<file path="src/rtl/uart_regport_pkg.sv">
package uart_regport_pkg;
  localparam logic [3:0] OFS_ENABLE = 4'h0;
  localparam logic [3:0] OFS_CTRL   = 4'h1;
  localparam logic [3:0] OFS_STATUS = 4'h2;
  localparam logic [3:0] OFS_FORMAT = 4'h3;
  localparam logic [3:0] OFS_DATA   = 4'h4;
  localparam logic [3:0] OFS_DIV_LO = 4'h8;
  localparam logic [3:0] OFS_DIV_HI = 4'h9;
  localparam logic [3:0] OFS_FSTAT  = 4'hA;
  localparam logic [3:0] OFS_FCFG   = 4'hB;

  // packed order gives parity at bit 0, framing bit 1, overrun bit 2
  typedef struct packed {
    logic ovr;
    logic frm;
    logic par;
  } rx_flags_t;

  typedef struct packed {
    logic eight;
    logic two_stop;
    logic par_en;
    logic par_odd;
  } line_fmt_t;
endpackage

</file>
<file path="src/rtl/uart_regport_fifo.sv">
module uart_regport_fifo #(
  parameter int          W         = 8,
  parameter int          DEPTH     = 16,
  parameter logic [W-1:0] MARK_MASK = '0,
  localparam int         AW        = $clog2(DEPTH),
  localparam int         CW        = $clog2(DEPTH + 1)
) (
  input  logic          clk,
  input  logic          rst,
  input  logic          clr,
  input  logic          one_deep,
  input  logic          push,
  input  logic [W-1:0]  wdata,
  input  logic          pop,
  input  logic          mark,
  output logic [W-1:0]  rdata,
  output logic [CW-1:0] count,
  output logic          full,
  output logic          empty
);
  logic [W-1:0]  mem [DEPTH];
  logic [AW-1:0] wp, rp;
  logic          do_push, do_pop;

  assign empty   = (count == '0);
  assign full    = one_deep ? (count != '0) : (count == CW'(DEPTH));
  assign do_push = push && !full;
  assign do_pop  = pop && !empty;
  assign rdata   = mem[rp];

  always_ff @(posedge clk) begin
    if (do_push) mem[wp] <= wdata;
    if (mark && !empty) mem[AW'(wp - 1'b1)] <= mem[AW'(wp - 1'b1)] | MARK_MASK;
  end

  always_ff @(posedge clk) begin
    if (rst || clr) begin
      wp    <= '0;
      rp    <= '0;
      count <= '0;
    end else begin
      if (do_push) wp <= wp + 1'b1;
      if (do_pop)  rp <= rp + 1'b1;
      if (do_push && !do_pop)      count <= count + 1'b1;
      else if (do_pop && !do_push) count <= count - 1'b1;
    end
  end
endmodule

</file>
<file path="src/rtl/uart_regport_tx.sv">
module uart_regport_tx
  import uart_regport_pkg::*;
#(
  parameter int OSR = 16,
  localparam int TW = $clog2(OSR)
) (
  input  logic       clk,
  input  logic       rst,
  input  logic       hold,
  input  logic       tick,
  input  logic       go_en,
  input  logic       have_data,
  input  logic [7:0] data,
  input  line_fmt_t  fmt,
  output logic       pop,
  output logic       txd,
  output logic       busy
);
  typedef enum logic [2:0] {T_IDLE, T_START, T_DATA, T_PAR, T_STOP} tx_st_t;
  tx_st_t    st;
  logic [TW-1:0] tcnt;
  logic [2:0] bidx;
  logic [7:0] sh;
  line_fmt_t  lfmt;
  logic       par_b, second;
  logic [2:0] last;

  assign last = lfmt.eight ? 3'd7 : 3'd6;
  assign pop  = (st == T_IDLE) && tick && go_en && have_data && !hold;
  assign busy = (st != T_IDLE);

  always_ff @(posedge clk) begin
    if (rst || hold) begin
      st     <= T_IDLE;
      txd    <= 1'b1;
      tcnt   <= '0;
      bidx   <= '0;
      second <= 1'b0;
      sh     <= '0;
      par_b  <= 1'b0;
      lfmt   <= '0;
    end else if (st == T_IDLE) begin
      if (pop) begin
        sh    <= data;
        lfmt  <= fmt;
        par_b <= ^(data & (fmt.eight ? 8'hFF : 8'h7F)) ^ fmt.par_odd;
        st    <= T_START;
        txd   <= 1'b0;
        tcnt  <= '0;
      end
    end else if (tick) begin
      if (tcnt != TW'(OSR - 1)) begin
        tcnt <= tcnt + 1'b1;
      end else begin
        tcnt <= '0;
        case (st)
          T_START: begin
            st   <= T_DATA;
            txd  <= sh[0];
            bidx <= '0;
          end
          T_DATA: begin
            if (bidx == last) begin
              second <= 1'b0;
              if (lfmt.par_en) begin
                st  <= T_PAR;
                txd <= par_b;
              end else begin
                st  <= T_STOP;
                txd <= 1'b1;
              end
            end else begin
              bidx <= bidx + 1'b1;
              sh   <= sh >> 1;
              txd  <= sh[1];
            end
          end
          T_PAR: begin
            st  <= T_STOP;
            txd <= 1'b1;
          end
          default: begin
            if (lfmt.two_stop && !second) second <= 1'b1;
            else                          st     <= T_IDLE;
          end
        endcase
      end
    end
  end
endmodule

</file>
<file path="src/rtl/uart_regport_rx.sv">
module uart_regport_rx
  import uart_regport_pkg::*;
#(
  parameter int OSR = 16,
  localparam int TW = $clog2(OSR)
) (
  input  logic       clk,
  input  logic       rst,
  input  logic       hold,
  input  logic       tick,
  input  logic       go_en,
  input  logic       rxd,
  input  line_fmt_t  fmt,
  output logic       vld,
  output logic [7:0] data,
  output logic       perr,
  output logic       ferr
);
  typedef enum logic [2:0] {R_IDLE, R_START, R_DATA, R_PAR, R_STOP} rx_st_t;
  rx_st_t    st;
  logic [TW-1:0] tcnt;
  logic [2:0] bidx;
  logic [7:0] sh;
  logic       acc, pbad;
  logic [1:0] sync;
  logic       line;
  line_fmt_t  lfmt;

  assign line = sync[1];

  always_ff @(posedge clk) begin
    if (rst) sync <= 2'b11;
    else     sync <= {sync[0], rxd};
  end

  always_ff @(posedge clk) begin
    if (rst || hold) begin
      st   <= R_IDLE;
      tcnt <= '0;
      bidx <= '0;
      sh   <= '0;
      acc  <= 1'b0;
      pbad <= 1'b0;
      vld  <= 1'b0;
      data <= '0;
      perr <= 1'b0;
      ferr <= 1'b0;
      lfmt <= '0;
    end else begin
      vld <= 1'b0;
      if (tick) begin
        case (st)
          R_IDLE: if (go_en && !line) begin
            st   <= R_START;
            tcnt <= '0;
            lfmt <= fmt;
          end
          R_START: begin
            if (tcnt != TW'(OSR / 2 - 1)) begin
              tcnt <= tcnt + 1'b1;
            end else if (line) begin
              st <= R_IDLE;
            end else begin
              st   <= R_DATA;
              tcnt <= '0;
              bidx <= '0;
              acc  <= 1'b0;
              pbad <= 1'b0;
            end
          end
          default: begin
            if (tcnt != TW'(OSR - 1)) begin
              tcnt <= tcnt + 1'b1;
            end else begin
              tcnt <= '0;
              case (st)
                R_DATA: begin
                  sh   <= {line, sh[7:1]};
                  acc  <= acc ^ line;
                  bidx <= bidx + 1'b1;
                  if (bidx == (lfmt.eight ? 3'd7 : 3'd6))
                    st <= lfmt.par_en ? R_PAR : R_STOP;
                end
                R_PAR: begin
                  pbad <= line ^ acc ^ lfmt.par_odd;
                  st   <= R_STOP;
                end
                default: begin
                  vld  <= 1'b1;
                  data <= lfmt.eight ? sh : {1'b0, sh[7:1]};
                  perr <= pbad;
                  ferr <= !line;
                  st   <= R_IDLE;
                end
              endcase
            end
          end
        endcase
      end
    end
  end
endmodule

</file>
<file path="src/rtl/uart_regport.sv">
module uart_regport
  import uart_regport_pkg::*;
#(
  parameter int DEPTH = 16,
  parameter int DIV_W = 16,
  parameter int OSR   = 16
) (
  input  logic       clk,
  input  logic       rst,
  input  logic [3:0] addr,
  input  logic       wr_en,
  input  logic       rd_en,
  input  logic [7:0] wr_data,
  output logic [7:0] rd_data,
  output logic       txd,
  input  logic       rxd,
  output logic       tx_irq,
  output logic       rx_irq
);
  localparam int CW   = $clog2(DEPTH + 1);
  localparam int HALF = DEPTH / 2;
  localparam int RXW  = 11;

  logic             en_q;
  logic [2:0]       ctrl_q;
  logic [7:0]       fmt_q, fcfg_q;
  logic [DIV_W-1:0] div_q, bcnt;
  logic             tick;
  rx_flags_t        last_flags;
  logic             srst, hold;
  line_fmt_t        fmt;

  logic             tx_pop, tx_full, tx_empty, tx_busy;
  logic [7:0]       tx_head;
  logic [CW-1:0]    tx_cnt, rx_cnt;
  logic             rx_vld, rx_perr, rx_ferr, rx_full, rx_empty;
  logic [7:0]       rx_byte;
  logic [RXW-1:0]   rx_head;
  logic             tx_push, rd_pop, rx_push, rx_mark;
  logic             tx_low, rx_above, tx_idle;

  assign srst    = ctrl_q[2];
  assign hold    = srst || !en_q;
  assign fmt     = '{eight: fmt_q[0], two_stop: fmt_q[1], par_en: fmt_q[2], par_odd: fmt_q[4]};
  assign tx_push = wr_en && (addr == OFS_DATA) && !srst;
  assign rd_pop  = rd_en && (addr == OFS_DATA);
  assign rx_push = rx_vld && !rx_full;
  assign rx_mark = rx_vld && rx_full;
  assign tx_low  = int'(tx_cnt) < HALF;
  assign rx_above = int'(rx_cnt) > HALF + int'(fcfg_q[2:0]);
  assign tx_idle = !tx_busy && tx_empty;

  always_ff @(posedge clk) begin
    if (rst) begin
      en_q   <= 1'b0;
      ctrl_q <= '0;
      fmt_q  <= '0;
      fcfg_q <= '0;
      div_q  <= '0;
    end else if (wr_en) begin
      case (addr)
        OFS_ENABLE: en_q   <= wr_data[0];
        OFS_CTRL:   ctrl_q <= wr_data[2:0];
        OFS_FORMAT: fmt_q  <= wr_data & 8'h17;
        OFS_FCFG:   fcfg_q <= wr_data & 8'h8F;
        OFS_DIV_LO: div_q[7:0] <= wr_data;
        OFS_DIV_HI: div_q[DIV_W-1:8] <= wr_data[DIV_W-9:0];
        default: ;
      endcase
    end
  end

  always_ff @(posedge clk) begin
    if (rst || hold) begin
      bcnt <= '0;
      tick <= 1'b0;
    end else if (bcnt == div_q) begin
      bcnt <= '0;
      tick <= 1'b1;
    end else begin
      bcnt <= bcnt + 1'b1;
      tick <= 1'b0;
    end
  end

  uart_regport_fifo #(.W(8), .DEPTH(DEPTH)) u_txq (
    .clk(clk), .rst(rst), .clr(srst), .one_deep(!fcfg_q[7]),
    .push(tx_push), .wdata(wr_data), .pop(tx_pop), .mark(1'b0),
    .rdata(tx_head), .count(tx_cnt), .full(tx_full), .empty(tx_empty));

  uart_regport_fifo #(.W(RXW), .DEPTH(DEPTH), .MARK_MASK(RXW'(1) << 10)) u_rxq (
    .clk(clk), .rst(rst), .clr(srst), .one_deep(!fcfg_q[3]),
    .push(rx_push), .wdata({1'b0, rx_ferr, rx_perr, rx_byte}), .pop(rd_pop),
    .mark(rx_mark), .rdata(rx_head), .count(rx_cnt), .full(rx_full), .empty(rx_empty));

  uart_regport_tx #(.OSR(OSR)) u_tx (
    .clk(clk), .rst(rst), .hold(hold), .tick(tick), .go_en(ctrl_q[1]),
    .have_data(!tx_empty), .data(tx_head), .fmt(fmt), .pop(tx_pop),
    .txd(txd), .busy(tx_busy));

  uart_regport_rx #(.OSR(OSR)) u_rx (
    .clk(clk), .rst(rst), .hold(hold), .tick(tick), .go_en(ctrl_q[0]),
    .rxd(rxd), .fmt(fmt), .vld(rx_vld), .data(rx_byte), .perr(rx_perr),
    .ferr(rx_ferr));

  always_ff @(posedge clk) begin
    if (rst) begin
      rd_data    <= '0;
      last_flags <= '0;
      tx_irq     <= 1'b0;
      rx_irq     <= 1'b0;
    end else begin
      tx_irq <= tx_low;
      rx_irq <= rx_above;
      if (rd_pop && !rx_empty) last_flags <= rx_head[10:8];
      if (rd_en) begin
        case (addr)
          OFS_ENABLE: rd_data <= {7'b0, en_q};
          OFS_CTRL:   rd_data <= {5'b0, ctrl_q};
          OFS_STATUS: rd_data <= {1'b0, tx_idle, 3'b0, last_flags};
          OFS_FORMAT: rd_data <= fmt_q;
          OFS_DATA:   rd_data <= rx_head[7:0];
          OFS_DIV_LO: rd_data <= div_q[7:0];
          OFS_DIV_HI: rd_data <= 8'(div_q[DIV_W-1:8]);
          OFS_FSTAT:  rd_data <= {tx_low, 2'b0, tx_full, rx_above, rx_empty, 2'b0};
          OFS_FCFG:   rd_data <= fcfg_q;
          default:    rd_data <= '0;
        endcase
      end
    end
  end
endmodule

</file>
<file path="config.mk">
export PLATFORM = sky130hd
export DESIGN_NAME = uart_regport
export DESIGN_NICKNAME = d
export VERILOG_FILES = /design/src/rtl/uart_regport_pkg.sv /design/src/rtl/uart_regport_fifo.sv /design/src/rtl/uart_regport_tx.sv /design/src/rtl/uart_regport_rx.sv /design/src/rtl/uart_regport.sv
export SDC_FILE = /design/constraint.sdc
export NUM_CORES = 1
export LEC_CHECK = 0
export ABC_AREA = 1
export ABC_CLOCK_PERIOD_IN_PS = 3600
export CORE_MARGIN = 2
export CORE_UTILIZATION = 55
export DETAILED_ROUTE_END_ITERATION = 10
export PLACE_DENSITY = 0.75
export SLEW_MARGIN = 20
export SYNTH_ARGS = -nofsm -noshare
export SYNTH_HDL_FRONTEND = slang
export SYNTH_SLANG_ARGS = --single-unit
</file>
<file path="constraint.sdc">
create_clock -name clk -period 3.6 [get_ports clk]
set_input_delay 0.36 -clock clk [delete_from_list [all_inputs] [get_ports clk]]
set_output_delay 0.36 -clock clk [all_outputs]
set_load 0.02 [all_outputs]
</file>
==> results.yml, run 1 <==
run_status:
  status: "completed"
synth:
  synth_seq_area_share_pct: 61.9
  synth_cell_types: 54
  synth_nets: 2053
  synthMuxAreaShare_pct: 0
  synth_top_family_by_area: "simple AND/OR/NAND/NOR gates"
  post_synth.cell_area_avg_um2: 9.79
  synth_top_area_cell: "edfxtp_1"
  yosysMostFrequentCell: "nand2_1"
  synth_area_leaders: "edfxtp_1 (46%), dfxtp_1 (16%), nand2_1 (6.4%), o21ai_0 (4.9%), nor2_1 (4.6%)"
  synth-seq-cells: 457
  synthAdderAreaFrac_pct: 1.73
  syn_inst: 2010
  yosys_warnings: 0
  async_flop_share_pct: 0
  synth_compound_area_share_pct: 12.4
  netlist_top_cells_count: "nand2_1 (333), edfxtp_1 (304), nor2_1 (241)"
  syn_area_mm2: 0.0197
  synthSimpleGateAreaFrac_pct: 16.9
  yosys.area.top_type_share_pct: 46.4
  synth_edf_count: 304
  synthXorXnorAreaFrac_pct: 1.15
  synth-main-ff-cell: "edfxtp_1"
detailed_routing:
  avgRoutedWirePerCell_um: 18.8
  post-route-drc-count: 0
  wl_met3_mm: 3.76
  wirelength_mm: 47.8
  topRoutingLayerUsed: "met4"
  vias: 14700
  met1Wirelength_mm: 19.5
  via_per_inst: 5.80
  final_antenna_net_count: 0
  detail_route.iter0.violations: 1678
  dr.pass1.iters: 5
  wl_met2_mm: 22.8
timing:
  finalCritPeriodShare_pct: 88.0
  hold_violations: 0
  worst_pin_slew_ns: 1.18
  clock-skew-final_ns: 0.0231
  finalSetupViolCount: 0
  finalSetupTns_ns: 0
  rsz0062_at_grt: "false"
  timing.final.max_slew_violations: 0
  fmax_mhz: 316
  timing.hold.ws_ns: 0.377
  max_slew_margin_pct: 21.1
  fin_crit_ns: 3.17
global_routing:
  grt_overflow_total: 0
  grt.total_usage_pct: 25.6
  grt_pass1_wl_mm: 73.4
  grt_antenna_before_repair: 0
  grt_pass1_vias: 13700
  grt_max_degree: 71
placed_design:
  hpwl_mm: 30.5
  gp_congestion: 0.886
  io_buffers: 27
power:
  power_mw: 11.0
  powerDensity_mw_per_mm2: 496
  irDropWorstVdd_uv: 486
  p_leak_nw: 8.52
layout:
  fin_util_pct: 62.5
  seq_area_mm2: 0.0122
  nets: 2084
  nFillCells: 2738
  multiInputGateArea_mm2: 0.00632
  drive_gt1_share_pct: 7.26
  antennaDiodeCount: 0
  syn_to_final_growth_pct: 12.4
worst_hold_path:
  hp-class: "in -> reg"
floorplanning:
  core_mm2: 0.0354
  die_x_um: 193
  die_y_um: 193
  num_rows: 69
  start_util_pct: 55.6
  dieArea_mm2: 0.0373
  ioPinCount: 28
clock_network:
  cts_sinks: 457
  cts_root_buf: "clkbuf_16"
  post_cts_buffers: 0
  numCtsBuffers: 47
  cts_repair_resize_count: 0
  tritoncts: "built"
  cts_buffer_depth: 3
  cts.clk_slew.worst_paths_ns: 0.06
  ctsHoldBuffers: 0
  htreeDepth: 2
  clkLatencyLatePin_ns: 0.58
critical_path:
  crit_path_cell_trace: "nor2_1 -> inv_1 -> nor2_1 -> inv_1 -> nor3_2 -> inv_1 -> ha_1 -> inv_1 -> ha_1 -> a21o_1 -> a21oi_1 -> nor2_1 -> nor2_1 -> nand2_1 -> o21ai_0 -> a21oi_1"
  cp_top_family: "simple AND/OR/NAND/NOR gates"
  start_kind: "flip-flop"
  worst-path-buf-inv: 4
  required_ns: 4.07
  critical-path-slowest-cell: "dfxtp_1"
  criticalPathCategory: "reg -> reg"
  crit_path_end_kind: "flip-flop"
  crit_arrival_ns: 3.64
  critical_path.max_stage_delay_ns: 0.33
  cp_max_fo: 13
run:
  cap_violations: 0
worst paths after layout:
| check | from | end | slack [ns] | cells after the start |
|---|---|---|---|---|
| setup / recovery | u_tx.st[2] | u_txq.count[4] | 0.43 | 16 |
| hold / removal | rxd | u_rx.sync[0] | 0.38 | 2 |
| setup reg to reg | u_tx.st[2] | u_txq.count[4] | 0.43 | 16 |
| hold reg to reg | u_tx.second | u_tx.second | 0.45 | 2 |
where the power goes:
group / switching (mW) / internal (mW)
Combinational: 0.124 / 0.0497
Sequential: 0.00978 / 5.56
Clock: 2.05 / 3.17
Total: 2.19 / 8.78
cell type report:
| type | instances | share of cell area (%) |
|---|---|---|
| Multi-Input combinational cell | 1260 | 28.6 |
| Clock buffer | 59 | 5.75 |
| Clock inverter | 28 | 1.82 |
| Inverter | 210 | 3.59 |
| Timing Repair Buffer | 65 | 2.51 |
| Sequential cell | 457 | 55.1 |
| Tap cell | 461 | 2.61 |
per-stage QoR:
stage | std cells | worst slack, ns | instance area (um2)
3_3_place_gp | 2453 | 0.386 | 20400
3_5_place_dp | 2453 | 0.265 | 20400
6_report | 2540 | 0.433 | 22100
4_1_cts | 2540 | 0.538 | 22100
2_1_floorplan | 2010 | 0.805 | 19700
5_1_grt | 2540 | 0.126 | 22100
sequential cells by signal (all words and copies together) (netlist names), 4 cells and up, named ones only:
register and cells:
fcfg_q 5, u_rxq.wp 4, bcnt 16, u_rx.data 8, fmt_q 4, u_rxq.mem 176
u_tx.sh 8, u_rxq.rp 4, u_tx.tcnt 4, u_txq.mem 128, u_txq.rp 4, u_rxq.count 5
div_q 16, u_txq.wp 4, u_rx.tcnt 4, u_rx.sh 8, rd_data 8, u_txq.count 5
cells by family (layout without fill, tap and decap cells):
| logic type | Yosys count | count (layout) |
|---|---|---|
| simple gates | 783 | 783 |
| buf+inv | 293 | 362 |
| flops | 457 | 457 |
| xor+xnor | 25 | 25 |
| compound gates | 426 | 426 |
| fa+ha+maj | 26 | 26 |
worst reg2reg max path, delay by kind of cell (launching register included):
family                     cells  cell delay, ns
DFF                            1            0.33
AOI/OAI and AO/OA              4            0.63
adders and majority gates      2            0.61
and+or+nand+nor                6            0.83
buffers and inverters          4            0.69
routing by layer:
layer | vias to the layer above | track usage (%)
met1 | 7012 | 33.6
met2 | 633 | 42.1
met4 | 0 | 10.8
li1 | 6978 | -
met5 | - | 0
met3 | 110 | 4.42
placed cells by master (no fill, tap or decap), drive strengths merged, types with 3 or more instances in the layout:
cell           instances
buf                   38
or2                   11
edfxtp               304
nand2                334
nor4                   3
a221oi                 6
xnor2                 10
clkdlybuf4s50         27
ha                    24
and3                   4
clkinv                13
nor2                 246
nand4                 14
o21ai                197
a21oi                131
bufinv                 9
clkbuf                59
o221ai                33
nand3                127
xor2                  15
o22ai                 14
a211oi                11
dfxtp                153
inv                  210
nor3                  42
a31oi                  3
o211ai                18
clkinvlp               6
Note: power is estimated with default switching activity, not from simulation.
==> run 2, diff against run 1 <==
--- a/config.mk
+++ b/config.mk
@@ -8,10 +8,10 @@
 export ABC_AREA = 1
 export ABC_CLOCK_PERIOD_IN_PS = 3600
 export CORE_MARGIN = 2
-export CORE_UTILIZATION = 55
+export CORE_UTILIZATION = 35
 export DETAILED_ROUTE_END_ITERATION = 10
-export PLACE_DENSITY = 0.75
-export SLEW_MARGIN = 20
+export PLACE_DENSITY = 0.54
+export SLEW_MARGIN = 40
 export SYNTH_ARGS = -nofsm -noshare
 export SYNTH_HDL_FRONTEND = slang
 export SYNTH_SLANG_ARGS = --single-unit
==> run 2 against run 1 <==
Sequential share of layout area shrank 1.4 points. Total power is 0.88% higher. Sequential power barely moved. Final cell count is 12% higher. Count of clock-buffer cells in the layout rose by 13. Cell area is 2.6% higher. Critical path type unchanged. Largest cell class unchanged.
==> results.yml, run 2 (synthesis results as in run 1) <==
run_status:
  status: "completed"
layout:
  final_common_cell: "nand2_1"
  antennaDiodeCount: 0
  nets: 2108
  top_register: "u_rxq.mem"
  reg_top3: "u_rxq.mem (176), u_txq.mem (128)"
  drive_gt1_share_pct: 8.44
  syn_to_final_growth_pct: 15.2
  largest_reg_flops: 176
  final_cell_mix: "nand2_1 (333), edfxtp_1 (304), nor2_1 (241)"
  nFillCells: 5445
floorplanning:
  core_mm2: 0.0553
  dieArea_mm2: 0.0581
  die_x_um: 241
  die_y_um: 241
  num_rows: 86
  start_util_pct: 35.6
  ioPinCount: 28
power:
  swShare_pct: 20.5
  powerDensity_mw_per_mm2: 488
  comb_power_share_pct: 1.6
  switching_power_mw: 2.27
  p_leak_nw: 8.71
  power.clock.fraction_pct: 48.0
  irDropWorstVdd_uv: 362
  internal_power_mw: 8.80
  power_frac_seq_pct: 50.4
placed_design:
  gp_congestion: 0.848
  io_buffers: 27
  post-place-ws_ns: 0.387
  hpwl_mm: 32.6
clock_network:
  cts_sinks: 457
  tritoncts: "built"
  cts.clk_slew.worst_paths_ns: 0.06
  post_cts_buffers: 0
  cts_root_buf: "clkbuf_16"
  numCtsBuffers: 51
  ctsHoldBuffers: 0
  cts_repair_resize_count: 0
  htreeDepth: 2
  clkLatencyLatePin_ns: 0.61
  cts_buffer_depth: 3
critical_path:
  criticalPathCategory: "reg -> reg"
  cp_max_fo: 13
  cp_top_family: "simple AND/OR/NAND/NOR gates"
  worstReg2RegEnd: "u_txq.count[4]"
  reg2regPathDepth: 16
  required_ns: 4.08
  crit_path_end_kind: "flip-flop"
  start_kind: "flip-flop"
  critical-path-slowest-cell: "dfxtp_1"
  crit_path_cell_trace: "nor2_1 -> inv_1 -> nor2_1 -> inv_1 -> nor3_2 -> inv_1 -> ha_1 -> inv_1 -> ha_1 -> a21o_1 -> a21oi_1 -> nor2_1 -> nor2_1 -> nand2_1 -> o21ai_0 -> a21oi_1"
  critical_path.max_stage_delay_ns: 0.34
  reg2reg_slack_ns: 0.61
  crit_arrival_ns: 3.47
  worst-path-buf-inv: 4
  regToRegStartpoint: "u_tx.st[0]"
global_routing:
  grt_antenna_before_repair: 1
  grt_max_degree: 89
  grt_pass1_wl_mm: 78.6
  grt_pass1_vias: 13900
  grt.total_usage_pct: 17.5
  grt_overflow_total: 0
worst_hold_path:
  min_from: "wr_data[6]"
  holdPathEnd: "u_txq.mem[6][6]"
  hp-class: "in -> reg"
  whs_path_depth: 1
detailed_routing:
  dr.pass1.iters: 5
  via_per_inst: 5.00
  avgRoutedWirePerCell_um: 17.4
  detail_route.iter0.violations: 999
  final_antenna_net_count: 0
  post-route-drc-count: 0
  wirelength_mm: 49.6
  vias: 14300
timing:
  timing.final.max_slew_violations: 0
  fin_crit_ns: 2.99
  finalSetupTns_ns: 0
  layout_setup_ws_ns: 0.609
  finalSetupViolCount: 0
  clock-skew-final_ns: 0.0397
  hold_violations: 0
  worst_pin_slew_ns: 0.834
  rsz0062_at_grt: "false"
  max_slew_margin_pct: 44.4
  finalCritPeriodShare_pct: 83.1
  fmax_mhz: 334
run:
  cap_violations: 0
-- run 2: through the flow --
stage,cell area [um2],hold WS (ns),total power [mW],instances,utilization [%]
floorplan,19700,0.389,5.76,2010,-
global placement,21000,0.396,5.87,2760,37.9
detailed placement,20900,0.397,5.87,2760,37.9
CTS,22700,0.230,11.2,2856,41.0
global route,22700,0.245,11.4,2856,41.0
finish,22700,0.243,11.1,2856,41.0
-- run 2: cell type report --
| type | instances | area (um2) | share of cell area, % |
|---|---|---|---|
| Clock buffer | 72 | 1460 | 6.42 |
| Clock inverter | 24 | 280 | 1.24 |
| Inverter | 210 | 793 | 3.50 |
| Multi-Input combinational cell | 1260 | 6320 | 27.9 |
| Sequential cell | 457 | 12200 | 53.8 |
| Tap cell | 748 | 936 | 4.13 |
| Timing Repair Buffer | 85 | 694 | 3.06 |
-- run 2: layer usage --
layer,global-route usage [%],part of all wire (%),wire [um],vias to the layer above
met2,27.6,45,22300,323
met4,5.31,2.5,1250,0
met5,0,0,0,-
met1,24.8,48,23600,6849
li1,-,-,-,7046
met3,2.58,4.9,2440,73
-- run 2: worst max path at each step --
stage / start / slack [ns] / to / cells after the start
5_1_grt: u_tx.st[2] / 0.17 / u_txq.count[4] / 16
6_report: u_tx.st[0] / 0.61 / u_txq.count[4] / 16
3_3_place_gp: addr[1] / 0.40 / u_txq.count[4] / 19
2_1_floorplan: u_rxq.count[1] / 0.80 / u_rxq.mem[4][0] / 10
3_5_place_dp: addr[1] / 0.39 / u_txq.count[4] / 19
4_1_cts: u_tx.st[0] / 0.64 / u_txq.count[4] / 16
-- run 2: worst register-to-register path: stages (launching register included) --
cell and delay, ns:
dfxtp_1 0.34, nor2_1 0.18, inv_1 0.08, nor2_1 0.13
inv_1 0.23, nor3_2 0.24, inv_1 0.20, ha_1 0.29
inv_1 0.15, ha_1 0.31, a21o_1 0.21, a21oi_1 0.16
nor2_1 0.05, nor2_1 0.08, nand2_1 0.07, o21ai_0 0.14
a21oi_1 0.05
-- run 2: power by group through the flow --
stage / Clock (mW) / Sequential [mW] / Combinational (mW)
4_1_cts: 5.43 / 5.57 / 0.180
6_report: 5.31 / 5.57 / 0.179
3_3_place_gp: 0 / 5.69 / 0.181
2_1_floorplan: 0 / 5.68 / 0.0774
5_1_grt: 5.65 / 5.57 / 0.198
3_5_place_dp: 0 / 5.69 / 0.179
